[config.mk]
export PLATFORM = sky130hd
export DESIGN_NAME = dram_seq_ctrl
export DESIGN_NICKNAME = d
export VERILOG_FILES = /design/src/rtl/dram_seq_pkg.sv /design/src/rtl/dram_seq_fsm.sv /design/src/rtl/dram_seq_path.sv /design/src/rtl/dram_seq_ctrl.sv
export SDC_FILE = /design/constraint.sdc
export NUM_CORES = 1
export LEC_CHECK = 0
export ABC_AREA = 1
export BUFFER_PORTS_ARGS = -buffer_cell sky130_fd_sc_hd__buf_4
export CORE_MARGIN = 2
export CORE_UTILIZATION = 48
export DETAILED_ROUTE_END_ITERATION = 8
export PLACE_DENSITY = 0.77
export SYNTH_ARGS = -nofsm -noshare
export SYNTH_HDL_FRONTEND = slang
export SYNTH_SLANG_ARGS = --single-unit
[constraint.sdc]
create_clock -name clk -period 1.5 [get_ports clk]
set_input_delay 0.15 -clock clk [delete_from_list [all_inputs] [get_ports clk]]
set_output_delay 0.15 -clock clk [all_outputs]
set_load 0.03 [all_outputs]
[src/rtl/dram_seq_pkg.sv]
package dram_seq_pkg;

  typedef enum logic [1:0] {
    ADDR_ROW,
    ADDR_COL,
    ADDR_REF
  } addrSel_e;

  typedef enum logic [2:0] {
    ST_CLOSED,
    ST_PRE,
    ST_ACT,
    ST_COL,
    ST_OPEN,
    ST_REF
  } seqState_e;

  // Strobes from the sequencer to the datapath, one set per cycle.
  typedef struct packed {
    logic     rasLow;
    logic     casLow;
    logic     weLow;
    logic     oeLow;
    addrSel_e addrSel;
    logic     accept;
    logic     rowLoad;
    logic     capture;
    logic     refStep;
  } ctlStrobes_t;

endpackage

[src/rtl/dram_seq_fsm.sv]
module dram_seq_fsm
  import dram_seq_pkg::*;
#(
  parameter int T_RP         = 3,
  parameter int T_RCD        = 2,
  parameter int T_CAS        = 2,
  parameter int T_RAS        = 4,
  parameter int REF_INTERVAL = 200
) (
  input  logic        clk,
  input  logic        rstN,
  input  logic        reqValid,
  input  logic        reqWrite,
  input  logic        rowHit,
  output logic        reqReady,
  output ctlStrobes_t ctl
);

  localparam int MAX_A = (T_RP > T_RCD) ? T_RP : T_RCD;
  localparam int MAX_B = (T_CAS > T_RAS) ? T_CAS : T_RAS;
  localparam int MAX_T = (MAX_A > MAX_B) ? MAX_A : MAX_B;
  localparam int CNT_W = $clog2(MAX_T + 1);
  localparam int REF_W = $clog2(REF_INTERVAL + 1);

  seqState_e          state, stateNext;
  logic [CNT_W-1:0]   waitCnt, waitLoad;
  logic               loadCnt;
  logic               hasReq, isWrite, refPending;
  logic [REF_W-1:0]   refTimer;
  logic               waitDone, accept;

  assign waitDone = (waitCnt == '0);
  assign reqReady = !refPending && (state == ST_CLOSED || state == ST_OPEN);
  assign accept   = reqValid && reqReady;

  always_comb begin
    stateNext = state;
    loadCnt   = 1'b0;
    waitLoad  = '0;
    unique case (state)
      ST_CLOSED: begin
        if (accept) begin
          stateNext = ST_ACT; loadCnt = 1'b1; waitLoad = CNT_W'(T_RCD - 1);
        end else if (refPending) begin
          stateNext = ST_REF; loadCnt = 1'b1; waitLoad = CNT_W'(T_RAS - 1);
        end
      end
      ST_OPEN: begin
        if (accept && rowHit) begin
          stateNext = ST_COL; loadCnt = 1'b1; waitLoad = CNT_W'(T_CAS - 1);
        end else if (accept || refPending) begin
          stateNext = ST_PRE; loadCnt = 1'b1; waitLoad = CNT_W'(T_RP - 1);
        end
      end
      ST_PRE: begin
        if (waitDone) begin
          if (hasReq) begin
            stateNext = ST_ACT; loadCnt = 1'b1; waitLoad = CNT_W'(T_RCD - 1);
          end else if (refPending) begin
            stateNext = ST_REF; loadCnt = 1'b1; waitLoad = CNT_W'(T_RAS - 1);
          end else begin
            stateNext = ST_CLOSED;
          end
        end
      end
      ST_ACT: begin
        if (waitDone) begin
          stateNext = ST_COL; loadCnt = 1'b1; waitLoad = CNT_W'(T_CAS - 1);
        end
      end
      ST_COL: begin
        if (waitDone) stateNext = ST_OPEN;
      end
      ST_REF: begin
        if (waitDone) begin
          stateNext = ST_PRE; loadCnt = 1'b1; waitLoad = CNT_W'(T_RP - 1);
        end
      end
      default: stateNext = ST_CLOSED;
    endcase
  end

  always_comb begin
    ctl.rasLow  = (state == ST_ACT) || (state == ST_COL) ||
                  (state == ST_OPEN) || (state == ST_REF);
    ctl.casLow  = (state == ST_COL);
    ctl.weLow   = (state == ST_COL) && isWrite;
    ctl.oeLow   = (state == ST_COL) && !isWrite;
    ctl.addrSel = (state == ST_REF) ? ADDR_REF :
                  (state == ST_COL) ? ADDR_COL : ADDR_ROW;
    ctl.accept  = accept;
    ctl.rowLoad = (state == ST_ACT);
    ctl.capture = (state == ST_COL) && waitDone && !isWrite;
    ctl.refStep = (state == ST_REF) && waitDone;
  end

  always_ff @(posedge clk) begin
    if (!rstN) begin
      state      <= ST_CLOSED;
      waitCnt    <= '0;
      hasReq     <= 1'b0;
      isWrite    <= 1'b0;
      refPending <= 1'b0;
      refTimer   <= REF_W'(REF_INTERVAL - 1);
    end else begin
      state <= stateNext;
      if (loadCnt)       waitCnt <= waitLoad;
      else if (!waitDone) waitCnt <= waitCnt - 1'b1;

      if (accept) isWrite <= reqWrite;
      if (accept && state == ST_OPEN && !rowHit) hasReq <= 1'b1;
      else if (stateNext == ST_ACT)              hasReq <= 1'b0;

      if (state != ST_REF && stateNext == ST_REF) refPending <= 1'b0;
      if (refTimer == '0) begin
        refTimer   <= REF_W'(REF_INTERVAL - 1);
        refPending <= 1'b1;
      end else begin
        refTimer <= refTimer - 1'b1;
      end
    end
  end

  AST_REF_HELD: assert property (@(posedge clk) disable iff (!rstN)
    refPending |=> (refPending || state == ST_REF));

  AST_HIT_SKIPS_ROW: assert property (@(posedge clk) disable iff (!rstN)
    (state == ST_OPEN && accept && rowHit) |=> (state == ST_COL));

  AST_REF_AFTER_ACCESS: assert property (@(posedge clk) disable iff (!rstN)
    (state == ST_ACT) |=> (state != ST_REF));

endmodule

[src/rtl/dram_seq_path.sv]
module dram_seq_path
  import dram_seq_pkg::*;
#(
  parameter int ADDR_W = 14,
  parameter int DATA_W = 16,
  parameter int T_RP   = 3,
  parameter int T_RCD  = 2,
  parameter int T_CAS  = 2
) (
  input  logic                clk,
  input  logic                rstN,
  input  ctlStrobes_t         ctl,
  input  logic [2*ADDR_W-1:0] reqAddr,
  input  logic [DATA_W-1:0]   reqWdata,
  input  logic [DATA_W-1:0]   dramDqIn,
  output logic                rowHit,
  output logic                rspValid,
  output logic [DATA_W-1:0]   rspRdata,
  output logic [ADDR_W-1:0]   dramAddr,
  output logic                dramRasN,
  output logic                dramCasN,
  output logic                dramWeN,
  output logic                dramOeN,
  output logic [DATA_W-1:0]   dramDqOut
);

  localparam int CHK_A   = (T_RP > T_RCD) ? T_RP : T_RCD;
  localparam int CHK_MAX = (CHK_A > T_CAS) ? CHK_A : T_CAS;
  localparam int CHK_W   = $clog2(CHK_MAX + 2);

  logic [ADDR_W-1:0] rowQ, colQ, openRow, refRow, addrNext;
  logic [DATA_W-1:0] wdataQ;
  logic              capQ;

  assign rowHit    = (reqAddr[2*ADDR_W-1:ADDR_W] == openRow);
  assign dramDqOut = wdataQ;

  always_comb begin
    unique case (ctl.addrSel)
      ADDR_COL: addrNext = colQ;
      ADDR_REF: addrNext = refRow;
      default:  addrNext = rowQ;
    endcase
  end

  always_ff @(posedge clk) begin
    if (!rstN) begin
      rowQ     <= '0;
      colQ     <= '0;
      wdataQ   <= '0;
      openRow  <= '0;
      refRow   <= '0;
      capQ     <= 1'b0;
      rspValid <= 1'b0;
      rspRdata <= '0;
      dramAddr <= '0;
      dramRasN <= 1'b1;
      dramCasN <= 1'b1;
      dramWeN  <= 1'b1;
      dramOeN  <= 1'b1;
    end else begin
      if (ctl.accept) begin
        rowQ   <= reqAddr[2*ADDR_W-1:ADDR_W];
        colQ   <= reqAddr[ADDR_W-1:0];
        wdataQ <= reqWdata;
      end
      if (ctl.rowLoad) openRow <= rowQ;
      if (ctl.refStep) refRow  <= refRow + 1'b1;
      capQ     <= ctl.capture;
      rspValid <= capQ;
      if (capQ) rspRdata <= dramDqIn;
      dramAddr <= addrNext;
      dramRasN <= !ctl.rasLow;
      dramCasN <= !ctl.casLow;
      dramWeN  <= !ctl.weLow;
      dramOeN  <= !ctl.oeLow;
    end
  end

  // Pin-level run counters used only by the timing assertions below.
  logic [CHK_W-1:0] rasHighRun, rasLowRun, casLowRun;

  always_ff @(posedge clk) begin
    if (!rstN) begin
      rasHighRun <= CHK_W'(CHK_MAX);
      rasLowRun  <= '0;
      casLowRun  <= '0;
    end else begin
      if (dramRasN) begin
        rasLowRun <= '0;
        if (rasHighRun != CHK_W'(CHK_MAX)) rasHighRun <= rasHighRun + 1'b1;
      end else begin
        rasHighRun <= '0;
        if (rasLowRun != CHK_W'(CHK_MAX)) rasLowRun <= rasLowRun + 1'b1;
      end
      if (dramCasN) casLowRun <= '0;
      else if (casLowRun != CHK_W'(CHK_MAX)) casLowRun <= casLowRun + 1'b1;
    end
  end

  AST_CAS_UNDER_RAS: assert property (@(posedge clk) disable iff (!rstN)
    !dramCasN |-> !dramRasN);

  AST_WE_OE_EXCL: assert property (@(posedge clk) disable iff (!rstN)
    !(!dramWeN && !dramOeN));

  AST_RSP_PULSE: assert property (@(posedge clk) disable iff (!rstN)
    rspValid |=> !rspValid);

  AST_PRECHARGE_MIN: assert property (@(posedge clk) disable iff (!rstN)
    $fell(dramRasN) |-> (rasHighRun >= CHK_W'(T_RP)));

  AST_RCD_MIN: assert property (@(posedge clk) disable iff (!rstN)
    $fell(dramCasN) |-> (rasLowRun >= CHK_W'(T_RCD)));

  AST_CAS_WIDTH: assert property (@(posedge clk) disable iff (!rstN)
    $rose(dramCasN) |-> (casLowRun >= CHK_W'(T_CAS)));

endmodule

[src/rtl/dram_seq_ctrl.sv]
module dram_seq_ctrl
  import dram_seq_pkg::*;
#(
  parameter int ADDR_W       = 14,
  parameter int DATA_W       = 16,
  parameter int T_RP         = 3,
  parameter int T_RCD        = 2,
  parameter int T_CAS        = 2,
  parameter int T_RAS        = 4,
  parameter int REF_INTERVAL = 200
) (
  input  logic                clk,
  input  logic                rstN,
  input  logic                reqValid,
  output logic                reqReady,
  input  logic                reqWrite,
  input  logic [2*ADDR_W-1:0] reqAddr,
  input  logic [DATA_W-1:0]   reqWdata,
  output logic                rspValid,
  output logic [DATA_W-1:0]   rspRdata,
  output logic [ADDR_W-1:0]   dramAddr,
  output logic                dramRasN,
  output logic                dramCasN,
  output logic                dramWeN,
  output logic                dramOeN,
  output logic [DATA_W-1:0]   dramDqOut,
  input  logic [DATA_W-1:0]   dramDqIn
);

  ctlStrobes_t ctl;
  logic        rowHit;

  dram_seq_fsm #(
    .T_RP(T_RP), .T_RCD(T_RCD), .T_CAS(T_CAS), .T_RAS(T_RAS),
    .REF_INTERVAL(REF_INTERVAL)
  ) u_fsm (
    .clk(clk), .rstN(rstN), .reqValid(reqValid), .reqWrite(reqWrite),
    .rowHit(rowHit), .reqReady(reqReady), .ctl(ctl)
  );

  dram_seq_path #(
    .ADDR_W(ADDR_W), .DATA_W(DATA_W), .T_RP(T_RP), .T_RCD(T_RCD), .T_CAS(T_CAS)
  ) u_path (
    .clk(clk), .rstN(rstN), .ctl(ctl), .reqAddr(reqAddr), .reqWdata(reqWdata),
    .dramDqIn(dramDqIn), .rowHit(rowHit), .rspValid(rspValid), .rspRdata(rspRdata),
    .dramAddr(dramAddr), .dramRasN(dramRasN), .dramCasN(dramCasN),
    .dramWeN(dramWeN), .dramOeN(dramOeN), .dramDqOut(dramDqOut)
  );

endmodule

# Word level (Yosys, flattened, before mapping)
# Index checks and enable logic that the tools add are counted.
[totals]
out_inout_bits = 52
reg_bits = 125
[classes]
eq_ne = 12
reduce_logical = 30
n_mux = 37
add_sub_neg = 3
n_bitwise = 1
[op_table]
columns = ["op", "count"]
rows = [
  ["$mux W3", 16],
  ["$pmux W14 S2", 1],
  ["$pmux W3 S6", 1],
  ["$pmux W3 S5", 1],
  ["$add A14 B1 Y14 const B", 1],
  ["$eq A14 B14 Y1", 1],
  ["$mux W1", 13],
  ["$logic_and A1 B1 Y1", 11],
  ["$eq A3 B2 Y1 const B", 3],
  ["$eq A3 B3 Y1 const B", 3],
  ["$logic_not A8 Y1", 1],
  ["$mux W2", 4],
  ["$sub A8 B1 Y8 const B", 1],
  ["$logic_not A1 Y1", 7],
  ["$logic_not A3 Y1", 2],
  ["$logic_or A1 B1 Y1", 5],
  ["$pmux W1 S4", 1],
  ["$reduce_bool A2 Y1", 2],
  ["$reduce_or A2 Y1", 2],
  ["$eq A3 B1 Y1 const B", 1],
  ["$ne A3 B3 Y1 const B", 1],
  ["$sub A3 B1 Y3 const B", 1],
  ["$eq A2 B1 Y1 const B", 1],
  ["$eq A2 B2 Y1 const B", 1],
  ["2 further kinds", 2],
]

# Depth between registers and ports, before layout
[depth]
ltp_word = 12
ltp_mapped = 12
depth_no_buf = 12

# Hierarchy
# Synthesis repeated with hierarchy kept, for this count alone.
[hier_totals]
hier_cells = 712
area_unflattened_um2 = 5243.8
[by_module_without_submodules]
columns = ["module", "seq_area_each_um2", "area_each_um2", "instances", "cells_per_inst"]
rows = [
  ["dram_seq_path", 2162.1, 4145.2, 1, 542],
  ["dram_seq_fsm", 340.3, 1098.6, 1, 170],
]

# Worst setup path after synthesis
# OpenSTA, ideal clock, no wires.
[synth_path]
path_type = "flip-flop to flip-flop"
start = "register u_fsm.waitCnt[0]"
end = "register u_fsm.waitCnt[1]"
t_arrival_ps = 1384
stages_incl_launch_ff = 13
required_time_ps = 1387
path_buffers = 0
path_slack_ps = 3
synth_period_minus_slack_ps = 1497
path_cell_list = "dfxtp_1 -> inv_1 -> ha_1 -> nand2_4 -> inv_2 -> nand3_1 -> o21ai_0 -> nor2_1 -> inv_1 -> nor2_1 -> nor2_1 -> o21ai_1 -> inv_1"
[synth_via]
elab_chain_cells = 4
elab_cells_between_ends = 11
[synth_lines]
columns = ["item", "line_no", "text"]
rows = [
  ["from (decl)", "dram_seq_fsm.sv:26", "logic [CNT_W-1:0] waitCnt, waitLoad;"],
  ["from (signal assigned)", "dram_seq_fsm.sv:107", "if (loadCnt) waitCnt <= waitLoad;"],
  ["from (signal assigned)", "dram_seq_fsm.sv:108", "else if (!waitDone) waitCnt <= waitCnt - 1'b1;"],
  ["$logic_not A3 Y1", "dram_seq_fsm.sv:32", "assign waitDone = (waitCnt == '0);"],
  ["$mux W1, or another cell as far along", "dram_seq_fsm.sv:67, dram_seq_fsm.sv:75", ""],
  ["$pmux W1 S4 or $pmux W3 S5 (tied branches)", "dram_seq_fsm.sv:40", "unique case (state)"],
  ["$ne A2 B1 Y1 (no line) or $mux W3 (tied branches)", "n/a", ""],
]
# Several ways; a longest one is shown, not always the timed one. The select of a mux whose other input is x is not followed.
# A chain may end at the register's enable or synchronous reset.

# Worst setup path after layout
# Ends and elaborated chain as after synthesis.

==> impl_results.md <==
- Starting density of the core: 49.40%
- Detailed Place HPWL: 9.447 mm
- CP Cell Sequence: inv_2, ha_4, nand2_4, inv_4, nand2_1, o21ai_2, nor2_2, buf_4, buf_4, o21ai_1, inv_1
- Peak supply drop: 0.0009052 V
- CTS Buffer Depth: 2
- Top_reg_cell synth: dfxtp_1
- Class of the worst hold path: in -> reg
- First-pass GRT wire length: 23.99 mm
- Initial antenna violation count: 0
- Min Hold Slack: 65.52 ps
- Adder-cell share of the synthesized area: 1.227%
- Pin count of the biggest net entering global routing: 63
- Final Max Slew Viols: 0
- Ys Warns: 0
- GP Congestion: 0.8842
- Switching part of the total: 34.27%
- WS Path Type: reg -> reg
- Kind of end point of the critical path: flop
- H-Tree Depth: 4
- Most common cell after layout, fill and taps aside: buf_4
- Cts bufs inserted: 17
- Critical Path RT: 1900 ps
- Clock share of power: 32.9%
- Global route total overflow: 0
- FP Rows: 37
- Number of synthesized register bits: 125
- Post-Route WL: 14.99 mm
- # nets final: 963
- Setup violators final: 2
- Commonest non-fill, non-tap cells in the layout: buf_4 (155), nand2_1 (151), dfxtp_1 (118)
- Largest family of logic cells by synthesized area: simple AND/OR/NAND/NOR gates
- Internal power: 8379 uW
- Via Count: 5369
- Pre-antenna DRT Iters: 5
- Count of different cell masters after synthesis: 34
- Crit-path most repeated cell: buf_4
- Complex-gate fraction of the synthesized area: 16.56%
- Startpoint Class: flop
- Sequential element share of the synthesized area: 49.07%
- I/O Buffers: 115
- Residual DRC count: 0
- Reg clk slew, reported paths: 60 ps
- Final ANT Viol Nets: 0
- Slew headroom: 68.41%
- RSZ-0062 raised after global routing: yes
- Sw power: 4369 uW
- Post-Syn Area per Cell: 7.511 um2
- Cell taking the most area after synthesis: dfxtp_1
- Core ar.: 10320 um2
- Fmax: 0.6354 GHz
- Final setup margin: -73.80 ps
- Wirelength per Cell: 14.37 um
- Die width: 107.1 um
- EDFF count, synth: 0
- Power density cells: 1638 nW/um2
- Simple-gate share of the synthesized area: 23.75%
- Syn Inst Count: 679
- Mapped Area: 5100 um2
- Failing checks: setup timing
- Comb power frac: 33.3%
- Post-Syn Nets: 748
- Die area: 11470 um2
- Synth top area cells: dfxtp_1 (49%), nand2_1 (11%), a21oi_1 (7.7%)
- CP max stage delay: 310 ps
- Pleak: 0.003499 uW
- Max-cap violation count: 0
- GRT Total Usage: 26.29%
- Die height: 107.1 um
- Worst slew pin tran: 473.4 ps
- Sink Count: 125
- Root buf cell: clkbuf_8
- Setup slack at placement: -84.22 ps
- Vias in the first global route: 5327
- Arrival @ worst endpoint: 1970 ps
- Layout area overhead: 52.58%
- IO Pins: 116
- Crit-path slowest cell: dfxtp_1
- Synth top area share: 49.07%
- CP max FO: 5
- Fin Setup TNS: -79.81 ps
- Share of cells above drive strength 1: 27.34%
- CTS tree: built
- Reg power frac: 33.8%
- Post-Synth XOR/XNOR Area: 1.546%
- Starting DRC count in detailed routing: 305
- Outcome: finished, violations left
- Clock latency on the worst-skew pair: 510 ps
- Multiplexer share of the synthesized area: 0%
- Antenna diodes: 0
- Fin. Hold Viols: 0
- Final Critical Period: 1574 ps
- Max Clock Skew: 10.62 ps
- Vias per cell: 5.148
- Ys async rst share: 0%
- Final Cycle Share: 104.9%
## synth_stat cells (5+ instances only)
cell type / count
nand2_1: 154
dfxtp_1: 125
nor2_1: 80
a21oi_1: 78
inv_1: 67
o21ai_0: 61
clkbuf_1: 18
nor3_1: 13
nand3_1: 12
a31oi_1: 9
buf_2: 9
inv_2: 6
a221oi_1: 5
ha_1: 5
nor2_4: 5
xor2_1: 5
## what timing repair did
action                     4_1_cts  5_1_grt
hold buffers                    61        0
resized for setup               12       31
hold endpoints to repair        61        0
setup endpoints to repair       19       75
pin swaps                        9       17
setup buffers                    5        4
## registers in the layout (all words and copies together), names as in the netlist, 3 cells and up
| name | flops |
|---|---|
| u_path.rspRdata | 16 |
| u_fsm.refTimer | 8 |
| u_path.colQ | 14 |
| u_path.dramAddr | 14 |
| u_fsm.waitCnt | 3 |
| u_path.openRow | 14 |
| u_path.rowQ | 14 |
| u_fsm.state | 3 |
| u_path.dramDqOut | 16 |
| u_path.refRow | 14 |
## critical path: cells and delay by family, from the launching register on
family / cells / cell delay [ps]
AO/OA/AOI/OAI: 2 / 330
adder cells (fa/ha/maj): 1 / 140
buffers and inverters: 5 / 460
flip-flops: 1 / 310
AND/OR/NAND/NOR: 3 / 220
## metrics by stage
stage	total power (uW)	cells	util, %	cell area, um2
final	12750	1043	75.37	7781
after global routing	13390	1043	75.37	7781
after CTS	12420	1039	73.99	7639
after detailed placement	7943	941	61.57	6356
after global placement	7854	941	61.57	6356
after floorplan	6471	679	-	5100
## area by class of cell
type	instances	area, um2
clock buffers	18	427.9
clock inverters	14	182.7
fillers	689	2542
inverters	74	282.8
multi-input cells	452	2302
flip-flops and latches	125	2516
well taps	136	170.2
repair buffers	224	1899
## power groups by stage
stage,Combinational (uW),Sequential (uW),Clock (uW)
final,4240,4310,4190
after global routing,4660,4360,4370
after CTS,3910,4280,4230
after detailed placement,3610,4330,0
after global placement,3550,4310,0
after floorplan,1920,4550,0
## routing by layer
layer | routed length (um) | GRT usage (%) | part of all wire (%) | up-vias
met4 | 358 | 11.32 | 2.4 | 0
met5 | 0 | 0 | 0 | -
met2 | 7903 | 47.33 | 53 | 190
met3 | 798 | 5.167 | 5.3 | 41
li1 | - | - | - | 2619
met1 | 5928 | 30.07 | 40 | 2519
## path summary, 6_finish.rpt
check	from	endpoint	slack [ps]	cells past startpoint
worst min-delay path	rstN	u_fsm.hasReq	70	3
worst min register to register	u_fsm.refTimer[0]	u_fsm.refTimer[0]	390	1
worst max-delay path	u_fsm.waitCnt[0]	u_fsm.waitCnt[1]	-70	11
worst max register to register	u_fsm.waitCnt[0]	u_fsm.waitCnt[1]	-70	11
## kinds of logic (layout without fill, tap and decap cells)
kind of cell	count (synthesis)	in the layout
AOI/OAI and AO/OA	160	160
xor gates and xnor gates	9	9
adders and majority gates	5	5
buffers and inverters	102	330
DFF	125	125
and+or+nand+nor	278	278
(Power assumes the default switching activity.)
